File: src/rtl/tnx_pkg.sv
package tnx_pkg;
  localparam int unsigned TNX_DW = 8;
  localparam int unsigned TNX_AW = 2 * TNX_DW;
  localparam int unsigned TNX_STEP = 2;

  typedef enum logic [3:0] {
    ST_IDLE, ST_OPND, ST_PTR_LO, ST_PTR_HI, ST_TGT_LO, ST_TGT_HI,
    ST_WR_LO, ST_WR_HI, ST_FIN
  } tnx_state_e;

  typedef struct packed {
    logic rd_ptr_lo;
    logic rd_ptr_hi;
    logic rd_tgt_lo;
    logic rd_tgt_hi;
    logic wr_lo;
    logic wr_hi;
  } tnx_strobe_t;

  // Second byte of a zero-page pair; wraps inside the page.
  function automatic logic [TNX_DW-1:0] zp_succ(input logic [TNX_DW-1:0] a);
    return a + 1'b1;
  endfunction

  // Next byte address in the full space; wraps at the top.
  function automatic logic [TNX_AW-1:0] word_succ(input logic [TNX_AW-1:0] w);
    return w + 1'b1;
  endfunction

  // Pointer advanced past one code word.
  function automatic logic [TNX_AW-1:0] ptr_bump(input logic [TNX_AW-1:0] w,
                                                 input int unsigned step);
    return w + TNX_AW'(step);
  endfunction
endpackage

File: src/rtl/tnx_fsm.sv
module tnx_fsm
  import tnx_pkg::*;
(
  input  logic        clk,
  input  logic        rst_n,
  input  logic        start,
  output logic        accept,
  output logic        busy,
  output logic        fin,
  output tnx_strobe_t stb
);
  tnx_state_e st, nxt;

  assign accept = (st == ST_IDLE) && start;
  assign busy   = (st != ST_IDLE);
  assign fin    = (st == ST_FIN);

  always_comb begin
    nxt = st;
    unique case (st)
      ST_IDLE:   nxt = start ? ST_OPND : ST_IDLE;
      ST_OPND:   nxt = ST_PTR_LO;
      ST_PTR_LO: nxt = ST_PTR_HI;
      ST_PTR_HI: nxt = ST_TGT_LO;
      ST_TGT_LO: nxt = ST_TGT_HI;
      ST_TGT_HI: nxt = ST_WR_LO;
      ST_WR_LO:  nxt = ST_WR_HI;
      ST_WR_HI:  nxt = ST_FIN;
      ST_FIN:    nxt = ST_IDLE;
      default:   nxt = ST_IDLE;
    endcase
  end

  always_comb begin
    stb           = '0;
    stb.rd_ptr_lo = (st == ST_PTR_LO);
    stb.rd_ptr_hi = (st == ST_PTR_HI);
    stb.rd_tgt_lo = (st == ST_TGT_LO);
    stb.rd_tgt_hi = (st == ST_TGT_HI);
    stb.wr_lo     = (st == ST_WR_LO);
    stb.wr_hi     = (st == ST_WR_HI);
  end

  always_ff @(posedge clk or negedge rst_n) begin
    if (!rst_n) st <= ST_IDLE;
    else        st <= nxt;
  end

  // At most one bus phase per cycle.
  a_r8_one_phase: assert property (@(posedge clk) disable iff (!rst_n)
    $onehot0(stb));
endmodule

File: src/rtl/tnx_hold_regs.sv
module tnx_hold_regs
  import tnx_pkg::*;
#(
  parameter int unsigned LANES = TNX_AW / TNX_DW
) (
  input  logic              clk,
  input  logic              rst_n,
  input  tnx_strobe_t       stb,
  input  logic [TNX_DW-1:0] rdata,
  output logic [TNX_AW-1:0] ptr_q,
  output logic [TNX_AW-1:0] tgt_q
);
  logic [LANES-1:0] ptr_cap, tgt_cap;
  assign ptr_cap = {stb.rd_ptr_hi, stb.rd_ptr_lo};
  assign tgt_cap = {stb.rd_tgt_hi, stb.rd_tgt_lo};

  for (genvar i = 0; i < LANES; i++) begin : g_lane
    always_ff @(posedge clk or negedge rst_n) begin
      if (!rst_n) begin
        ptr_q[i*TNX_DW +: TNX_DW] <= '0;
        tgt_q[i*TNX_DW +: TNX_DW] <= '0;
      end else begin
        if (ptr_cap[i]) ptr_q[i*TNX_DW +: TNX_DW] <= rdata;
        if (tgt_cap[i]) tgt_q[i*TNX_DW +: TNX_DW] <= rdata;
      end
    end
  end
endmodule

File: src/rtl/tnx_addr_gen.sv
module tnx_addr_gen
  import tnx_pkg::*;
#(
  parameter int unsigned STEP = TNX_STEP
) (
  input  tnx_strobe_t       stb,
  input  logic [TNX_DW-1:0] zp,
  input  logic [TNX_AW-1:0] ptr_q,
  output logic [TNX_AW-1:0] addr,
  output logic [TNX_DW-1:0] wdata,
  output logic              re,
  output logic              we
);
  localparam logic [TNX_DW-1:0] ZP_PAGE = '0;

  logic [TNX_AW-1:0] zp_lo_a, zp_hi_a, bumped;
  assign zp_lo_a = {ZP_PAGE, zp};
  assign zp_hi_a = {ZP_PAGE, zp_succ(zp)};
  assign bumped  = ptr_bump(ptr_q, STEP);

  assign re = stb.rd_ptr_lo | stb.rd_ptr_hi | stb.rd_tgt_lo | stb.rd_tgt_hi;
  assign we = stb.wr_lo | stb.wr_hi;

  always_comb begin
    addr  = '0;
    wdata = '0;
    if (stb.rd_ptr_lo) addr = zp_lo_a;
    if (stb.rd_ptr_hi) addr = zp_hi_a;
    if (stb.rd_tgt_lo) addr = ptr_q;
    if (stb.rd_tgt_hi) addr = word_succ(ptr_q);
    if (stb.wr_lo) begin
      addr  = zp_lo_a;
      wdata = bumped[TNX_DW-1:0];
    end
    if (stb.wr_hi) begin
      addr  = zp_hi_a;
      wdata = bumped[TNX_AW-1:TNX_DW];
    end
  end
endmodule

File: src/rtl/tnx_next_seq.sv
module tnx_next_seq
  import tnx_pkg::*;
#(
  parameter int unsigned STEP = TNX_STEP
) (
  input  logic        clk,
  input  logic        rst_n,
  input  logic        start,
  input  logic [7:0]  zp_op,
  output logic [15:0] mem_addr,
  input  logic [7:0]  mem_rdata,
  output logic [7:0]  mem_wdata,
  output logic        mem_re,
  output logic        mem_we,
  output logic [15:0] pc_value,
  output logic        done,
  output logic        busy
);
  tnx_strobe_t       stb;
  logic              accept;
  logic [TNX_DW-1:0] zp_q;
  logic [TNX_AW-1:0] ptr_q, tgt_q;

  tnx_fsm u_fsm (
    .clk(clk), .rst_n(rst_n), .start(start),
    .accept(accept), .busy(busy), .fin(done), .stb(stb)
  );

  tnx_hold_regs u_hold (
    .clk(clk), .rst_n(rst_n), .stb(stb), .rdata(mem_rdata),
    .ptr_q(ptr_q), .tgt_q(tgt_q)
  );

  tnx_addr_gen #(.STEP(STEP)) u_agen (
    .stb(stb), .zp(zp_q), .ptr_q(ptr_q),
    .addr(mem_addr), .wdata(mem_wdata), .re(mem_re), .we(mem_we)
  );

  always_ff @(posedge clk or negedge rst_n) begin
    if (!rst_n) begin
      zp_q     <= '0;
      pc_value <= '0;
    end else begin
      if (accept)     zp_q     <= zp_op;
      if (stb.wr_hi)  pc_value <= tgt_q;
    end
  end

  a_r8_no_rw_overlap: assert property (@(posedge clk) disable iff (!rst_n)
    !(mem_re && mem_we));
  a_r2_done_pulse: assert property (@(posedge clk) disable iff (!rst_n)
    done |=> !done);
  a_r3_ptr_hi_wrap: assert property (@(posedge clk) disable iff (!rst_n)
    stb.rd_ptr_hi |-> (mem_addr[15:8] == 8'h00) &&
                      (mem_addr[7:0] == 8'($past(mem_addr[7:0]) + 8'd1)));
  a_r4_tgt_hi_next: assert property (@(posedge clk) disable iff (!rst_n)
    stb.rd_tgt_hi |-> mem_addr == 16'($past(mem_addr) + 16'd1));
  a_r5_wr_hi_addr: assert property (@(posedge clk) disable iff (!rst_n)
    stb.wr_hi |-> (mem_addr[15:8] == 8'h00) &&
                  (mem_addr[7:0] == 8'($past(mem_addr[7:0]) + 8'd1)));
  a_r6_pc_hold: assert property (@(posedge clk) disable iff (!rst_n)
    !done |-> $stable(pc_value));
  a_r7_operand_held: assert property (@(posedge clk) disable iff (!rst_n)
    (busy && $past(busy)) |-> $stable(zp_q));
endmodule

File: config.mk
export PLATFORM = sky130hd
export DESIGN_NAME = tnx_next_seq
export DESIGN_NICKNAME = d
export VERILOG_FILES = /design/src/rtl/tnx_pkg.sv /design/src/rtl/tnx_fsm.sv /design/src/rtl/tnx_hold_regs.sv /design/src/rtl/tnx_addr_gen.sv /design/src/rtl/tnx_next_seq.sv
export SDC_FILE = /design/constraint.sdc
export NUM_CORES = 1
export LEC_CHECK = 0
export BUFFER_PORTS_ARGS = -buffer_cell sky130_fd_sc_hd__buf_2
export CORE_MARGIN = 2
export CORE_UTILIZATION = 55
export DETAILED_ROUTE_END_ITERATION = 8
export PLACE_DENSITY_LB_ADDON = 0.25
export SLEW_MARGIN = 20
export SYNTH_ARGS = -nofsm -noshare
export SYNTH_HDL_FRONTEND = slang
export SYNTH_SLANG_ARGS = --single-unit
File: constraint.sdc
create_clock -name clk -period 2.75 [get_ports clk]
set_clock_uncertainty 0.15 [all_clocks]
set_input_delay 0.55 -clock clk [delete_from_list [all_inputs] [get_ports clk]]
set_output_delay 0.55 -clock clk [all_outputs]
set_load 0.005 [all_outputs]
Word-level counts from Yosys, hierarchy flattened
Cells that the tools add are included.

Register bits after elaboration: 60. Latch bits: 0. Bits in writable memories: 0. ROM bits: 0. Input bits: 19. Output and inout port bits: 44. Word-level logic and storage cells: 35. Memories: 0.

$add $sub $neg: 3. Multipliers: 0. Divide/modulo/power cells: 0. Order comparisons: 0. Equality and inequality tests: 8. Shift operators: 0. Muxes and demuxes: 10. Bitwise gates (word level): 4. Reductions and logical operators: 3.

Operators by type and width (number): 2-to-1 mux 16 bit (4); 2-to-1 mux 8 bit (4); case mux 4 bit (8 select lines) (1); adder 16 x 1 -> 16 bit (second input constant) (1); adder 16 x 2 -> 16 bit (second input constant) (1); equality test 4 x 3 -> 1 bit (second input constant) (4); adder 8 x 1 -> 8 bit (second input constant) (1); equality test 4 x 2 -> 1 bit (second input constant) (2); equality test 4 x 1 -> 1 bit (second input constant) (1); equality test 4 bit (second input constant) (1); zero test 4 bit (1); OR 1 bit (4); nonzero test 4 bit (1); logical AND 1 bit (1); 2-to-1 mux 1 bit (1).

Logic depth before layout (Yosys ltp)
Word-level depth: 7. Depth in mapped cells: 6. Depth with buffers taken out: 5.

Cells and area by module
A second synthesis with hierarchy kept.

Cell total of the unflattened synthesis: 346. Area total of the unflattened synthesis: 3693.5 sq um.

Modules (own cells, without submodules): tnx_hold_regs (times used 1, cells each 68, area an instance 1326.3 sq um, seq. area each 800.8 sq um); tnx_addr_gen (times used 1, cells each 202, area an instance 1212.4 sq um, seq. area each 0.0 sq um); tnx_next_seq (times used 1, cells each 51, area an instance 944.7 sq um, seq. area each 600.6 sq um); tnx_fsm (times used 1, cells each 25, area an instance 210.2 sq um, seq. area each 100.1 sq um).

Worst setup path before layout
Ideal clock, no wire load.

Path kind: register to output. From: reg u_fsm.st[1]. To: out mem_addr[12]. Arrival: 1.673 ns. Data required time: 2.050 ns. Slack: 0.377 ns. Stages on the path, launching flop included: 7. Path buffers: 2. Cells stage by stage: dfrtp_1 buf_2 nand4bb_1 buf_2 or2_1 nor4_1 mux2_2.

Cells in the longest elaborated chain, start to end: 5. Elaborated cells on any way between the ends: 8. Classes of those cells: eq/ne (4); mux (4).

RTL lines: start, declared (line tnx_fsm.sv:12) `tnx_state_e st, nxt;`; start signal, assigned (line tnx_fsm.sv:46) `else st <= nxt;`; equality test 4 x 3 -> 1 bit (line tnx_fsm.sv:38) `stb.rd_tgt_lo = (st == ST_TGT_LO);`; 2-to-1 mux 16 bit (line tnx_addr_gen.sv:29) `if (stb.rd_tgt_lo) addr = ptr_q;`; 2-to-1 mux 16 bit (line tnx_addr_gen.sv:30) `if (stb.rd_tgt_hi) addr = word_succ(ptr_q);`; 2-to-1 mux 16 bit (line tnx_addr_gen.sv:31) `if (stb.wr_lo) begin`; 2-to-1 mux 16 bit * (line tnx_addr_gen.sv:35) `if (stb.wr_hi) begin`; end, declared (line tnx_next_seq.sv:10) `output logic [15:0] mem_addr,`.

Mark *: on every way between the ends. The rest lies on a longest branch, timed or not.

Worst setup path after layout
From: reg u_fsm.st[1]. To: out mem_addr[14].

The elaborated chain is that of the path after synthesis.

==> summary by stage <==
Clock network
The clock transition at the register clock pins on the worst setup and hold paths after CTS is 0.07 ns. In this run the deepest clock path goes through 2 buffers. The master cell of the clock root buffer is sky130_fd_sc_hd__clkbuf_8. The clock tree from TritonCTS is built.

Counting the buffers created by CTS gives 9. The clock latency reported for the late side of the worst-skew pair is 0.33 ns. The hold buffer count at cts is 0. The tree built by TritonCTS fans out to 60 sinks. The H-tree level count is 3.

Synthesis
The number of nets in the synthesized netlist is 347. The synthesized netlist occupies a cell area of roughly 3400 um2. The sequential-to-total area share from yosys stat is 43.7%. Counting flops with an async set or reset pin after synthesis yields a share of 100%.

Synthesis produced a netlist whose cell count is roughly 330. The count of state elements after synthesis is 60. Yosys mapped the design onto between 40 and 50 distinct sky130hd cell types. The average instance area after synthesis is 10.6 um2. The most used flip-flop cell after synthesis is sky130_fd_sc_hd__dfrtp_1. Counting flops with a built-in enable in the synthesized netlist gives 0. The count of warnings emitted by yosys is 0.

GRT
The global-route wire length before repair is ~14000 um. For this run the aggregate overflow at the end of global routing stands at 0. The via count of the first global-routing pass is about 2.9k. The total routing resource utilization after global routing is 26.1%. The initial antenna violation count is 0. Entering global routing, the biggest net connects 32 pins.

Critical path
The count of buffering cells on the critical path with inverters included is 1. The logic depth of the worst path, buffers included is 5. The kind of critical path is reg2out. At the worst endpoint, the arrival time is 2.11 ns.

Grouping stages by cell kind, the critical path spends the most delay in simple AND/OR/NAND/NOR gates. For the worst flop-to-flop path, the logic depth is 5. The worst setup path is captured at an output pin.

The slowest stage of the critical path belongs to the cell sky130_fd_sc_hd__or4_4. Walking the worst path, the cells encountered are nand4bb_4, or4_4, or3_1, a21oi_1, buf_2. For this run, the slowest stage of the critical path takes 0.56 ns. STA classifies the critical path startpoint as a flop.

The worst path required time is 2.05 ns. The largest fanout of any net on the critical path is 3.

Final layout
Counting the fill cells in the layout gives 412. Leaving out fill and tap cells, the most frequent cells in the layout are sky130_fd_sc_hd__buf_2 (62), sky130_fd_sc_hd__mux2_2 (55), sky130_fd_sc_hd__dfrtp_1 (54). The commonest non-fill, non-tap cell in the layout is sky130_fd_sc_hd__buf_2.

The number of antenna diodes in the final layout is 0. Of the cells placed in the final design, the portion with a size suffix greater than 1 is 48.4%. The final net count is 436. The area growth from synthesis to layout is 29.1%.

Timing
The period utilization is 102%. The final number of max-transition violations is 0. Setup repair after global routing could not meet its margin everywhere. The clock period minus worst slack is 2.81 ns. At the pin with the least slew margin, the transition time is 0.750 ns.

The final number of hold-violating endpoints is 0. In the post-route analysis, the smallest setup slack over all paths is -0.0637 ns. The setup violation total in the final timing report is 5. Measured against its own limit, the worst slew margin works out to 49.7%. Timing would allow up to 355 MHz.

Die
For this configuration, the core starts out at a cell density of 57.3%. The die outline width is ~83 um. The core area is 5990 um2.

The area enclosed by the die boundary is 6890 um2. The die is 83.0 um tall. 63 I/O pins were placed. The number of placement rows is 28.

Placement
The detailed placer's ending HPWL is 6080 um. The pre-CTS setup slack is 0.159 ns. The count of buffers from port buffering is slightly above 60. At the end of routability-driven placement, the weighted congestion stood at 0.946.

Routing
Dividing the detail-routed wire length by the instance count gives between 15 and 20 um. Using the TritonRoute via totals, the vias-per-cell ratio works out to 6.28. The number of DRC markers after the initial detailed-route iteration is 407.

The number of DRC violations after detailed routing is 0. The final wirelength is 9580 um. The detailed-route via count is 3100.

The detail route stage leaves a number of antenna-violating nets equal to 0. The number of detailed-route iterations in the first pass is 5.

Outcome
The flow ran to the end, but the final reports show violations. The checks that failed: negative setup slack.

Job
The reported max-cap violation count is 0.

Pwr
The worst ir drop on vdd is 697 uV. The total power draw is 0.00565 W. The power density over the cells is 1280 nW/um2. Summed over all cells, the static leakage comes to 1.90 nW.

Worst hold path
The path class of the tightest hold or removal check is in2async.
stage by stage:
step / hold slack (ns) / instance area (um2) / TNS [ns] / util (%) / cells
finish: 0.105 / 4430 / -0.187 / 74.0 / 494
global route: 0.134 / 4430 / -0.928 / 74.0 / 494
CTS: 0.113 / 4220 / -0.0204 / 70.4 / 484
detailed placement: 0.337 / 3880 / 0 / 64.8 / 459
global placement: 0.330 / 3880 / 0 / 64.8 / 459
floorplan: 0.104 / 3430 / 0 / - / 325
layout make-up:
class / instances / area, um2 / share of cell area, %
multi-input cells: 235 / 1960 / 44.3
flip-flops and latches: 60 / 1510 / 34.1
repair buffers: 100 / 623 / 14.1
clock buffers: 11 / 151 / 3.42
well taps: 75 / 93.8 / 2.12
clock inverters: 5 / 58.8 / 1.33
inverters: 8 / 30.0 / 0.678
flip-flops by register name, summed over array words and instances, names as in the netlist:
signal and count:
zp_q 8, u_hold.ptr_q 16, u_fsm.st 4, pc_value 16, u_hold.tgt_q 16
what timing repair did:
item,in CTS,in global routing
resized for setup,13,28
setup buffers,9,10
pin swaps,2,17
setup endpoints to repair,9,21
synthesized netlist by cell type (6+ instances only):
library cell	n	share of area [%]
sky130_fd_sc_hd__dfrtp_1	60	44
sky130_fd_sc_hd__mux2_2	56	18
sky130_fd_sc_hd__xnor2_1	18	4.6
sky130_fd_sc_hd__nand2_1	16	1.7
sky130_fd_sc_hd__nor2_1	15	1.6
sky130_fd_sc_hd__a21oi_1	11	1.6
sky130_fd_sc_hd__nand3_1	11	1.6
sky130_fd_sc_hd__buf_2	10	1.5
sky130_fd_sc_hd__o21ai_0	10	1.5
sky130_fd_sc_hd__nand4_1	9	1.6
sky130_fd_sc_hd__o22ai_1	9	1.6
sky130_fd_sc_hd__nor4_1	8	1.5
sky130_fd_sc_hd__inv_1	7	0.77
sky130_fd_sc_hd__xor2_1	7	1.8
sky130_fd_sc_hd__clkbuf_1	6	0.66
sky130_fd_sc_hd__nand2b_1	6	1.1
sky130_fd_sc_hd__or3_1	6	1.1
logic make-up (layout without fill, tap and decap cells):
kind of cell,after synthesis,count (layout),synth area share (%)
AOI/OAI and AO/OA,51,51,9.70
xor gates and xnor gates,25,25,6.38
adders and majority gates,3,3,1.09
buffers and inverters,30,124,3.97
DFF,60,60,43.7
muxes,57,57,18.7
and+or+nand+nor,99,99,16.4
routing by layer:
layer,vias up,routed length [um],track usage (%)
met5,-,0,0
met4,0,393,9.24
met1,1479,3970,36.6
met3,46,852,6.56
li1,1372,-,-
met2,203,4360,39.4
worst reg2reg max path, stage by stage (launching register included):
cell and delay (ns):
sky130_fd_sc_hd__dfrtp_2 0.44, sky130_fd_sc_hd__buf_4 0.16, sky130_fd_sc_hd__buf_4 0.18, sky130_fd_sc_hd__nand2b_1 0.21
sky130_fd_sc_hd__nor3_2 0.60, sky130_fd_sc_hd__mux2_2 0.42
path summary, 6_finish.rpt:
path / startpoint / end / slack, ns
setup / recovery: u_fsm.st[1] / mem_addr[14] / -0.06
hold / removal: rst_n / pc_value[13] / 0.11
setup reg to reg: u_fsm.st[0] / u_hold.ptr_q[1] / 0.49
hold reg to reg: pc_value[7] / pc_value[7] / 0.35
max in group asynchronous: rst_n / u_fsm.st[0] / 1.72
min in group clk: zp_op[3] / zp_q[3] / 0.29
where the power goes:
part           leakage [nW]  switching, W  internal (W)
logic                  1.09       0.00153       0.00153
registers             0.710      0.000418       0.00135
clock network         0.102      0.000355      0.000469
total                  1.90       0.00231       0.00334
Power figures use the tool's default switching activity.
